**src/rtl/esr_pkg.sv**
```systemverilog
package esr_pkg;
  typedef enum logic [1:0] {
    OP_PROG   = 2'b00,
    OP_SERASE = 2'b01,
    OP_CERASE = 2'b10,
    OP_RSVD   = 2'b11
  } op_kind_t;
endpackage

```
**src/rtl/esr_strobe_edge.sv**
```systemverilog
module esr_strobe_edge (
  input  logic clk,
  input  logic rst_n,
  input  logic oe_n,
  input  logic ce_n,
  output logic access,
  output logic release_p
);
  logic access_q;

  assign access = ~oe_n & ~ce_n;

  always_ff @(posedge clk or negedge rst_n) begin
    if (!rst_n) access_q <= 1'b0;
    else        access_q <= access;
  end

  assign release_p = access_q & ~access;


  release_after_access_chk: assert property (@(posedge clk) disable iff (!rst_n)
    release_p |-> $past(access));
endmodule

```
**src/rtl/esr_op_tracker.sv**
```systemverilog
module esr_op_tracker
  import esr_pkg::*;
(
  input  logic     clk,
  input  logic     rst_n,
  input  logic     hw_reset,
  input  logic     op_start,
  input  logic     op_done,
  input  logic [1:0] op_kind,
  input  logic     prog_msb,
  output logic     busy,
  output op_kind_t kind_q,
  output logic     msb_q
);
  logic accept;

  assign accept = op_start & ~busy & ~hw_reset;

  always_ff @(posedge clk or negedge rst_n) begin
    if (!rst_n) begin
      busy   <= 1'b0;
      kind_q <= OP_PROG;
      msb_q  <= 1'b0;
    end else begin
      if (hw_reset)     busy <= 1'b0;
      else if (busy)    busy <= ~op_done;
      else if (op_start) busy <= 1'b1;
      if (accept) begin
        kind_q <= op_kind_t'(op_kind);
        msb_q  <= prog_msb;
      end
    end
  end


  start_sets_busy_chk: assert property (@(posedge clk) disable iff (!rst_n)
    (!busy && op_start && !hw_reset) |=> busy);

  done_clears_busy_chk: assert property (@(posedge clk) disable iff (!rst_n)
    (busy && op_done) |=> !busy);

  abort_clears_busy_chk: assert property (@(posedge clk) disable iff (!rst_n)
    hw_reset |=> !busy);

  capture_held_chk: assert property (@(posedge clk) disable iff (!rst_n)
    (busy && $past(busy)) |-> ($stable(kind_q) && $stable(msb_q)));
endmodule

```
**src/rtl/esr_toggle.sv**
```systemverilog
module esr_toggle (
  input  logic clk,
  input  logic rst_n,
  input  logic busy,
  input  logic release_p,
  output logic tog
);
  always_ff @(posedge clk or negedge rst_n) begin
    if (!rst_n)     tog <= 1'b0;
    else if (!busy) tog <= 1'b0;
    else            tog <= tog ^ release_p;
  end


  toggle_flip_chk: assert property (@(posedge clk) disable iff (!rst_n)
    (busy && release_p) |=> (tog != $past(tog)));

  toggle_hold_chk: assert property (@(posedge clk) disable iff (!rst_n)
    (busy && !release_p) |=> $stable(tog));

  idle_clear_chk: assert property (@(posedge clk) disable iff (!rst_n)
    !busy |=> !tog);
endmodule

```
**src/rtl/esr_status_fmt.sv**
```systemverilog
module esr_status_fmt
  import esr_pkg::*;
#(
  parameter int DW      = 8,
  parameter int POLL_B  = 7,
  parameter int TOG_HI  = 6,
  parameter int TOG_LO  = 2
) (
  input  logic          busy,
  input  op_kind_t      kind_q,
  input  logic          msb_q,
  input  logic          tog,
  input  logic [DW-1:0] array_data,
  output logic [DW-1:0] rd_data
);
  logic poll_bit;

  assign poll_bit = (kind_q == OP_PROG) ? ~msb_q : 1'b0;

  for (genvar i = 0; i < DW; i++) begin : g_bit
    if (i == POLL_B) begin : g_poll
      assign rd_data[i] = busy ? poll_bit : array_data[i];
    end else if (i == TOG_HI || i == TOG_LO) begin : g_tog
      assign rd_data[i] = busy ? tog : array_data[i];
    end else begin : g_zero
      assign rd_data[i] = busy ? 1'b0 : array_data[i];
    end
  end
endmodule

```
**src/rtl/esr_status_reporter.sv**
```systemverilog
module esr_status_reporter
  import esr_pkg::*;
#(
  parameter int DW = 8
) (
  input  logic          clk,
  input  logic          rst_n,
  input  logic          hw_reset,
  input  logic          op_start,
  input  logic [1:0]    op_kind,
  input  logic          prog_msb,
  input  logic          op_done,
  input  logic          oe_n,
  input  logic          ce_n,
  input  logic [DW-1:0] array_data,
  output logic [DW-1:0] rd_data,
  output logic          ready
);
  localparam int POLL_B = DW - 1;

  logic     busy;
  logic     access;
  logic     release_p;
  logic     tog;
  logic     msb_q;
  op_kind_t kind_q;

  esr_strobe_edge u_edge (
    .clk(clk), .rst_n(rst_n), .oe_n(oe_n), .ce_n(ce_n),
    .access(access), .release_p(release_p)
  );

  esr_op_tracker u_track (
    .clk(clk), .rst_n(rst_n), .hw_reset(hw_reset), .op_start(op_start),
    .op_done(op_done), .op_kind(op_kind), .prog_msb(prog_msb),
    .busy(busy), .kind_q(kind_q), .msb_q(msb_q)
  );

  esr_toggle u_tog (
    .clk(clk), .rst_n(rst_n), .busy(busy), .release_p(release_p), .tog(tog)
  );

  esr_status_fmt #(.DW(DW), .POLL_B(POLL_B), .TOG_HI(6), .TOG_LO(2)) u_fmt (
    .busy(busy), .kind_q(kind_q), .msb_q(msb_q), .tog(tog),
    .array_data(array_data), .rd_data(rd_data)
  );

  assign ready = ~busy;


  idle_pass_chk: assert property (@(posedge clk) disable iff (!rst_n)
    ready |-> (rd_data == array_data));

  toggle_pair_chk: assert property (@(posedge clk) disable iff (!rst_n)
    !ready |-> (rd_data[6] == rd_data[2]));

  erase_poll_zero_chk: assert property (@(posedge clk) disable iff (!rst_n)
    (!ready && kind_q != OP_PROG) |-> !rd_data[POLL_B]);

  open_read_stable_chk: assert property (@(posedge clk) disable iff (!rst_n)
    (access && $past(access) && !ready && $past(!ready)) |-> $stable(rd_data[6]));
endmodule

```
**config.mk**
```make
export PLATFORM = sky130hd
export DESIGN_NAME = esr_status_reporter
export DESIGN_NICKNAME = d
export VERILOG_FILES = /design/src/rtl/esr_pkg.sv /design/src/rtl/esr_strobe_edge.sv /design/src/rtl/esr_op_tracker.sv /design/src/rtl/esr_toggle.sv /design/src/rtl/esr_status_fmt.sv /design/src/rtl/esr_status_reporter.sv
export SDC_FILE = /design/constraint.sdc
export NUM_CORES = 1
export LEC_CHECK = 0
export BUFFER_PORTS_ARGS = -buffer_cell sky130_fd_sc_hd__buf_2
export CAP_MARGIN = 20
export CORE_AREA = 2 2 39 41
export CTS_CLUSTER_DIAMETER = 150
export CTS_CLUSTER_SIZE = 30
export DETAILED_ROUTE_END_ITERATION = 8
export DIE_AREA = 0 0 41 43
export PLACE_DENSITY = 0.59
export SLEW_MARGIN = 20
export SYNTH_ARGS = -nofsm -noshare
export SYNTH_HDL_FRONTEND = slang
export SYNTH_SLANG_ARGS = --single-unit
export TNS_END_PERCENT = 100
```
**constraint.sdc**
```tcl
create_clock -name clk -period 1.6 [get_ports clk]
set_clock_uncertainty 0.2 [all_clocks]
set_input_delay 0.16 -clock clk [delete_from_list [all_inputs] [get_ports clk]]
set_output_delay 0.16 -clock clk [all_outputs]
set_load 0.02 [all_outputs]
```
# --- Word level (Yosys, flattened, before mapping) ---
# Cells that the tools add are included.
totals:
  register_bits: 6
  latchBits: 0
  ram_bits: 0
  rom_bits: 0
  in_bits: 18
  output_inout_bits: 9
  word_cells: 31
  mem_count: 0
classes:
  addsub: 0
  n_mul: 0
  div_mod_pow: 0
  order_cmp: 0
  n_eq_ne: 0
  shifts: 0
  mux: 13
  bitwise: 12
  n_reduce_logical: 1
op_table:
  columns: ["operator", "n"]
  rows:
  - ["two-way mux 1 bit", 13]
  - ["inverter 1 bit", 7]
  - ["bitwise AND 1 bit", 4]
  - ["logical NOT 2 bit", 1]
  - ["bitwise XOR 1 bit", 1]

# --- Depth between registers and ports, before layout ---
# Gate-level depths: netlist (run 1).
depth:
  ltp_word: 6
  mapped_depth: 3
  mapped_depth_nobuf: 2

# --- Modules after synthesis ---
# Synthesis (run 1) repeated with hierarchy kept, for this count alone.
unflattened:
  cells_unflattened: 29
  area_unflattened_um2: 329.1
by_module_without_submodules:
  columns: ["mod", "instances", "cells_each", "area_per_inst_um2", "seq_area_each_um2"]
  rows:
  - ["esr_op_tracker", 1, 10, 163.9, 100.1]
  - ["esr_status_fmt", 1, 12, 85.1, 0.0]
  - ["esr_toggle", 1, 3, 40.0, 25.0]
  - ["esr_strobe_edge", 1, 3, 36.3, 25.0]
  - ["esr_status_reporter", 1, 1, 3.8, 0.0]

# --- Worst setup path after synthesis (run 1) ---
# No wires, ideal clock.
synth_path:
  path_kind: "register -> output"
  start: "reg u_track.busy"
  end: "out rd_data[7]"
  arrival_ps: 1359
  required_ps: 1240
  setup_slack_ps: -119
  path_stages_with_launch: 3
  path_buffers: 0
  cell_sequence: "dfrtp_1 > inv_1 > o41ai_1"
synth_between:
  elab_chain_cells: 1
synth_rtl:
  columns: ["element", "line_no", "text"]
  rows:
  - ["start, declared", "esr_op_tracker.sv:11", "output logic busy,"]
  - ["start signal, assigned", "esr_op_tracker.sv:26", "else if (busy) busy <= ~op_done;"]
  - ["two-way mux 1 bit", "esr_status_fmt.sv:22", "assign rd_data[i] = busy ? poll_bit : array_data[i];"]
  - ["end, declared", "esr_status_reporter.sv:16", "output logic [DW-1:0] rd_data,"]
# No other way between the ends.

# --- Final worst setup path (run 1) ---
layout_path:
  start: "in hw_reset"
  end: "reg u_track.msb_q"
layout_between:
  elab_chain_cells: 2
layout_rtl:
  columns: ["element", "line_no", "text"]
  rows:
  - ["start, declared", "esr_status_reporter.sv:8", "input logic hw_reset,"]
  - ["inverter 1 bit", "esr_op_tracker.sv:17", "assign accept = op_start & ~busy & ~hw_reset;"]
  - ["bitwise AND 1 bit", "esr_op_tracker.sv:17", null]
  - ["end signal, assigned", "esr_op_tracker.sv:30", "msb_q <= prog_msb;"]
  - ["end, declared", "esr_op_tracker.sv:13", "output logic msb_q"]
# No other way between the ends.
# A chain may end at the register's enable or synchronous reset.

==> results_tabular.tex, run 1 <==
\begin{tabular}{lr}
\hline
Metric & Value \\
\hline
\multicolumn{2}{l}{\textbf{Clock network}} \\
\quad Clock tree from TritonCTS & done \\
\quad Num Clock Sinks & 6 \\
\quad Worst skew pair latency & 240 ps \\
\quad Clock-pin slew on the worst setup and hold paths & 40 ps \\
\quad Master cell of the clock root buffer & clkbuf\_4 \\
\quad Max H-tree Level & 1 \\
\quad Clock tree buffer depth & 2 \\
\quad TritonCTS Buffers & 3 \\
\multicolumn{2}{l}{\textbf{Yosys}} \\
\quad Seq cells post-synth & 6 \\
\quad Top area cells in the synthesized netlist & dfrtp\_1 (47\%), and2b\_1 (12\%), mux2\_2 (11\%) \\
\quad Number of flops mapped to enable cells by yosys & 0 \\
\quad Post-synthesis instance total & 30 \\
\quad Post-Syn Area per Cell & 10.6 sq um \\
\quad Area share of the largest cell type after synthesis & 0.474 \\
\quad Synth Warn \# & 0 \\
\quad Synth cell types & 14 \\
\quad Fraction of registers with async set/reset & 1.00 \\
\quad Post-synthesis sequential area ratio & 0.474 \\
\quad Synth Flop Type & dfrtp\_1 \\
\quad Synth cell count leaders & dfrtp\_1 (6), and2b\_1 (5), inv\_1 (3), mux2\_2 (3), o21ai\_0 (3) \\
\quad Synthesized netlist net count & 48 \\
\quad Area of the mapped netlist & 317 sq um \\
\quad Top cell type by total area after synthesis & dfrtp\_1 \\
\quad Most common cell in the synthesized netlist & dfrtp\_1 \\
\multicolumn{2}{l}{\textbf{Worst setup path}} \\
\quad Capture point of the worst reg-to-reg path & u\_track.msb\_q \\
\quad Startpoint of the lowest-slack register-to-register path & u\_track.busy \\
\quad Crit path DAT & 1440 ps \\
\quad Max FO, Critical Path & 3 \\
\quad Endpoint of the worst setup timing path & u\_track.msb\_q \\
\quad Critical path launch point & hw\_reset \\
\quad Worst Setup Start Kind & input port \\
\quad Number of cells traversed by the worst register-to-register path & 3 \\
\quad R2r setup slk & 120 ps \\
\quad Path type of the worst setup path & input port to flop \\
\quad Required time at the endpoint of the critical path & 1520 ps \\
\quad Element type at the critical path end & flop \\
\multicolumn{2}{l}{\textbf{GRT}} \\
\quad First-pass GRT wire length & 1190 um \\
\quad Number of global-route vias before repair & 323 \\
\quad Initial antenna violation count & 0 \\
\quad Maximum number of pins on one net before global-route repair & 12 \\
\quad Total global routing track utilization & 0.106 \\
\quad Total gr overflow & 0 \\
\multicolumn{2}{l}{\textbf{Route}} \\
\quad Ratio of routed vias to standard cells & 3.92 \\
\quad Wire length reported by the detailed router & 809 um \\
\quad Violation count after the first detailed-route iteration & 1 \\
\quad Number of nets with antenna violations after routing & 0 \\
\quad Post-detailed-route wirelength per cell & 9.52 um \\
\quad Total DRC errors in the routed layout & 0 \\
\quad Iteration count of the initial detailed-routing pass & 2 \\
\quad Via Count & 333 \\
\multicolumn{2}{l}{\textbf{Power and ir drop}} \\
\quad Max rail drop VDD & 0.000270 V \\
\quad Cell-internal power & 0.332 mW \\
\quad Comb power frac & 0.301 \\
\quad Switching power & 0.127 mW \\
\quad Leakage power of the design & 0.326 nW \\
\quad Power per standard cell area & 761 nW/um\^{}2 \\
\quad Power after layout & 0.459 mW \\
\quad Switching part of the total power & 0.276 \\
\quad Share of power burned in registers & 0.403 \\
\quad Clock share of power & 0.296 \\
\multicolumn{2}{l}{\textbf{Cells and area}} \\
\quad Fraction of final layout cells with drive strength greater than 1 & 0.536 \\
\quad Post-layout nets & 89 \\
\quad P\&R area growth vs syn & 90.5\% \\
\quad Number of diodes added for antenna fixing & 0 \\
\quad \# fillers & 137 \\
\quad Non-Filler Cell Area, Final & 603 sq um \\
\quad Count of placed standard cells in the final layout, fillers left out & 85 \\
\multicolumn{2}{l}{\textbf{Timing}} \\
\quad Fin crit share & 0.950 \\
\quad Setup TNS Final & 0 ps \\
\quad Worst slew margin relative to its limit & 0.850 \\
\quad Total count of max-transition violations in the final report & 0 \\
\quad Maximum operating frequency & 658 MHz \\
\quad Min Clock Period, post-route & 1520 ps \\
\quad Hold violation total from the final report & 0 \\
\quad Setup repair after global routing missed its margin & false \\
\quad Transition at the pin with the smallest max-transition slack & 225 ps \\
\quad Setup-violating endpoint count in the final report & 0 \\
\multicolumn{2}{l}{\textbf{Placement}} \\
\quad Buffers on Ports & 26 \\
\quad Number of placed cells counting well taps & 72 \\
\quad Instance area after placement & 477 sq um \\
\quad GPL Wtd Cong & 0.697 \\
\multicolumn{2}{l}{\textbf{Floorplan}} \\
\quad Overall die area & 1760 sq um \\
\quad Core region area & 1380 sq um \\
\quad Number of primary I/O pins & 27 \\
\quad Number of standard-cell rows in the floorplan & 14 \\
\quad Die width & 41 um \\
\quad Die H & 43 um \\
\quad Initial cell density of the core & 0.229 \\
\multicolumn{2}{l}{\textbf{Status}} \\
\quad Status & complete, no violations \\
\multicolumn{2}{l}{\textbf{Job}} \\
\quad Maxcap violations & 0 \\
\multicolumn{2}{l}{\textbf{Worst hold path}} \\
\quad Worst hold-check path type & input port to flop \\
\hline
\end{tabular}
-- stage by stage --
stage | setup slack [ps] | hold WS [ps] | utilization
global route | 2.42 | 102 | 0.436
CTS | 5.58 | 68.7 | 0.426
global placement | 231 | -212 | 0.344
detailed placement | 197 | -210 | 0.344
finish | 80.2 | 75.0 | 0.436
floorplan | 127 | -336 | -
-- placed cells by master, fill, tap and decap left out, drive strengths merged --
cell         count
nor2             2
clkbuf           3
nor3b            1
and2b            5
inv              3
buf             28
dfrtp            6
dlygate4sd3      9
mux2             3
o21ai            3
a211oi           1
mux2i            1
o41ai            1
nand2            1
or2b             1
nand2b           1
-- power by group through the flow --
stage                     combinational (mW)  sequential, mW  clock (mW)
after floorplan                       0.0693           0.184           0
after global placement                 0.115           0.186           0
final                                  0.138           0.185       0.136
after CTS                              0.134           0.185       0.144
after global routing                   0.152           0.188       0.153
after detailed placement               0.116           0.188           0
-- per-layer routing --
metal | up-vias | wire length [um] | track usage | share of wire
met3 | 0 | 69 | 0.0314 | 0.085
met2 | 19 | 390 | 0.175 | 0.48
met1 | 137 | 349 | 0.0927 | 0.43
li1 | 177 | - | - | -
met5 | - | 0 | 0 | 0
met4 | 0 | 0 | 0.100 | 0
-- sequential cells by signal, summed over array words and instances (netlist names) --
| signal | flops |
|---|---|
| u_track.busy | 1 |
| u_track.kind_q | 2 |
| u_edge.access_q | 1 |
| u_tog.tog | 1 |
| u_track.msb_q | 1 |
-- cell families (layout without fill, tap and decap cells) --
logic type / after synthesis / after routing / synth area share
buf+inv: 4 / 43 / 0.0514
flops: 6 / 6 / 0.474
simple gates: 11 / 11 / 0.237
mux: 4 / 4 / 0.138
compound gates: 5 / 5 / 0.0988
-- layout make-up --
class | instances | area, sq um | share of cell area
Multi-Input combinational cell | 20 | 164 | 0.272
Timing Repair Buffer | 37 | 235 | 0.390
Sequential cell | 6 | 150 | 0.249
Inverter | 3 | 11.3 | 0.0187
Tap cell | 16 | 20.0 | 0.0332
Clock buffer | 3 | 22.5 | 0.0373
-- how the worst min path moves through the flow --
| stage | cells past startpoint | slack, ps | from | endpoint |
|---|---|---|---|---|
| floorplan | 0 | -340 | rst_n | u_edge.access_q |
| global placement | 1 | -210 | rst_n | u_track.kind_q[1] |
| detailed placement | 1 | -210 | rst_n | u_track.kind_q[1] |
| CTS | 2 | 70 | rst_n | u_track.kind_q[1] |
| global route | 2 | 100 | rst_n | u_track.kind_q[1] |
| finish | 3 | 70 | ce_n | u_tog.tog |
-- worst max-delay path, cell delays in order --
cell           delay [ps]
dlygate4sd3_1         540
buf_2                 140
nor3b_4               240
mux2_2                360
-- timing repair --
action / 4_1_cts / 5_1_grt
endpoints found under the hold margin: 11 / 0
setup endpoints to repair: 0 / 3
resized for setup: 0 / 3
setup buffers: 0 / 1
hold buffers: 9 / 0
Note: power is estimated with default switching activity, not from simulation.
==> run 2: changes to the inputs <==
- BUFFER_PORTS_ARGS: -buffer_cell sky130_fd_sc_hd__buf_2 -> -buffer_cell sky130_fd_sc_hd__buf_4
==> run 2 against run 1 <==
Combinational power rose by 14%. Final cell count fell by 1.2%. Clock power barely moved. Count of clock-buffer cells in the layout did not move. Largest cell class unchanged. Sequential share of layout area fell by 2.0 points. Die area did not move. Register-to-register slack got worse by 30 ps. Global-route usage rose by 1.2 points.
==> results_tabular.tex, run 2 (synthesis results as in run 1) <==
\begin{tabular}{lr}
\hline
Metric & Value \\
\hline
\multicolumn{2}{l}{\textbf{Cells and area}} \\
\quad Post-layout nets & 88 (-1.1\%) \\
\quad Post-Route Utilization & 0.473 (+0.0371) \\
\quad Count of placed standard cells in the final layout, fillers left out & 84 (-1.2\%) \\
\quad Fraction of final layout cells with drive strength greater than 1 & 0.559 (+0.0226) \\
\quad Most used cells in the layout excluding fill and tap cells & buf\_4 (28), dlygate4sd3\_1 (8), dfrtp\_1 (6) \\
\quad Largest Register & u\_track.kind\_q \\
\quad P\&R area growth vs syn & 107\% \\
\quad Most frequent standard cell in the layout excluding fill and tap cells & buf\_4 \\
\quad \# fillers & 141 (+2.9\%) \\
\quad Number of flip-flops in the largest register & 2 (unchanged) \\
\quad Number of diodes added for antenna fixing & 0 (unchanged) \\
\multicolumn{2}{l}{\textbf{Route}} \\
\quad Wire length reported by the detailed router & 894 um (+11\%) \\
\quad Ratio of routed vias to standard cells & 4.24 (+8.2\%) \\
\quad Via Count & 356 (+6.9\%) \\
\quad Post-detailed-route wirelength per cell & 10.6 um (+12\%) \\
\quad Violation count after the first detailed-route iteration & 0 (-1) \\
\quad Number of nets with antenna violations after routing & 0 (unchanged) \\
\quad Total DRC errors in the routed layout & 0 (unchanged) \\
\quad Iteration count of the initial detailed-routing pass & 1 (-1) \\
\multicolumn{2}{l}{\textbf{Worst setup path}} \\
\quad Crit path DAT & 1470 ps (+30 ps) \\
\quad Number of cells traversed by the worst register-to-register path & 3 (unchanged) \\
\quad Required time at the endpoint of the critical path & 1520 ps (about the same) \\
\quad Element type at the critical path end & flop \\
\quad Path type of the worst setup path & input port to flop \\
\quad Worst Setup Start Kind & input port \\
\quad Max FO, Critical Path & 3 (unchanged) \\
\multicolumn{2}{l}{\textbf{Floorplan}} \\
\quad Initial cell density of the core & 0.229 (unchanged) \\
\quad Die width & 41 um (unchanged) \\
\quad Core region area & 1380 sq um (unchanged) \\
\quad Die H & 43 um (unchanged) \\
\quad Number of primary I/O pins & 27 (unchanged) \\
\quad Overall die area & 1760 sq um (unchanged) \\
\quad Number of standard-cell rows in the floorplan & 14 (unchanged) \\
\multicolumn{2}{l}{\textbf{Worst hold path}} \\
\quad Worst hold-check path type & input port to flop \\
\quad Number of cells on the worst hold path & 3 (unchanged) \\
\multicolumn{2}{l}{\textbf{Clock network}} \\
\quad Master cell of the clock root buffer & clkbuf\_4 \\
\quad Max H-tree Level & 1 (unchanged) \\
\quad Clock tree buffer depth & 2 (unchanged) \\
\quad Clock-pin slew on the worst setup and hold paths & 40 ps (about the same) \\
\quad TritonCTS Buffers & 3 (unchanged) \\
\quad Num Clock Sinks & 6 (unchanged) \\
\quad Clock tree from TritonCTS & done \\
\quad Worst skew pair latency & 240 ps (about the same) \\
\multicolumn{2}{l}{\textbf{GRT}} \\
\quad Initial antenna violation count & 0 (unchanged) \\
\quad Maximum number of pins on one net before global-route repair & 12 (unchanged) \\
\quad Number of global-route vias before repair & 336 (+4.0\%) \\
\quad Total global routing track utilization & 0.118 (+0.0120) \\
\quad First-pass GRT wire length & 1330 um (+12\%) \\
\quad Total gr overflow & 0 (unchanged) \\
\multicolumn{2}{l}{\textbf{Power and ir drop}} \\
\quad Max rail drop VDD & 0.000297 V (+10\%) \\
\quad Leakage power of the design & 0.342 nW (+4.9\%) \\
\quad Power per standard cell area & 729 nW/um\^{}2 (-4.2\%) \\
\multicolumn{2}{l}{\textbf{Placement}} \\
\quad Number of placed cells counting well taps & 72 (unchanged) \\
\quad Buffers on Ports & 26 (unchanged) \\
\quad GPL Wtd Cong & 0.648 (-7.0\%) \\
\quad Final HPWL DP & 642 um \\
\multicolumn{2}{l}{\textbf{Timing}} \\
\quad Total count of max-transition violations in the final report & 0 (unchanged) \\
\quad Hold violation total from the final report & 0 (unchanged) \\
\quad Setup-violating endpoint count in the final report & 0 (unchanged) \\
\quad Min Clock Period, post-route & 1550 ps (+33.7 ps) \\
\quad Fin Hold WS & 9.47 ps (-65.5 ps) \\
\quad Setup repair after global routing missed its margin & false \\
\quad Setup TNS Final & 0 ps (unchanged) \\
\quad Fin crit share & 0.971 (+0.0211) \\
\quad Maximum operating frequency & 644 MHz (-2.2\%) \\
\quad Worst slew margin relative to its limit & 0.819 (-0.0312) \\
\quad Transition at the pin with the smallest max-transition slack & 271 ps (+45.9 ps) \\
\multicolumn{2}{l}{\textbf{Status}} \\
\quad Status & complete, no violations \\
\multicolumn{2}{l}{\textbf{Job}} \\
\quad Maxcap violations & 0 (unchanged) \\
\hline
\end{tabular}
run 2: what timing repair did:
item / CTS / global route
endpoints found under the hold margin: 11 / 0
resized for setup: 0 / 3
buffers inserted: 0 / 1
hold buffers: 8 / 0
endpoints found under the setup margin: 0 / 3
run 2: area by class of cell:
| cell class | instances | area, sq um | area share |
|---|---|---|---|
| Sequential cell | 6 | 150 | 0.229 |
| Inverter | 3 | 11.3 | 0.0172 |
| Clock buffer | 3 | 22.5 | 0.0344 |
| Multi-Input combinational cell | 20 | 160 | 0.245 |
| Tap cell | 16 | 20.0 | 0.0306 |
| Timing Repair Buffer | 36 | 290 | 0.444 |
run 2: layer usage:
layer  vias up  global-route usage  wire (um)
met1       160               0.109        318
met2        19               0.194        454
met4         0               0.100         10
met5         -                   0          0
li1        175                   -          -
met3         2              0.0366        111
run 2: where the power goes:
group          internal (mW)  switching [mW]  leakage, nW
registers              0.172          0.0147       0.0747
logic                 0.0949          0.0631        0.254
clock network         0.0844          0.0482       0.0138
run 2: critical path, cell delays in order:
cell           delay [ps]
dlygate4sd3_1         540
buf_4                 140
nor3b_2               260
mux2_2                370
run 2: path summary, 6_finish.rpt:
| path | from | to | slack, ps |
|---|---|---|---|
| min | op_start | u_track.busy | 9 |
| min reg2reg | u_track.kind_q[1] | u_track.kind_q[1] | 340 |
| max | hw_reset | u_track.msb_q | 50 |
| max reg2reg | u_track.busy | u_track.msb_q | 90 |
| max in group asynchronous | rst_n | u_track.kind_q[0] | 1020 |
| min in group asynchronous | rst_n | u_track.busy | 70 |
run 2: metrics by stage:
step / power (mW) / setup WS (ps) / instance area (sq um)
floorplan: 0.253 / 127 / 324
global placement: 0.325 / 232 / 542
detailed placement: 0.327 / 208 / 542
CTS: 0.481 / 17.9 / 644
global route: 0.513 / 7.69 / 654
finish: 0.477 / 46.4 / 654
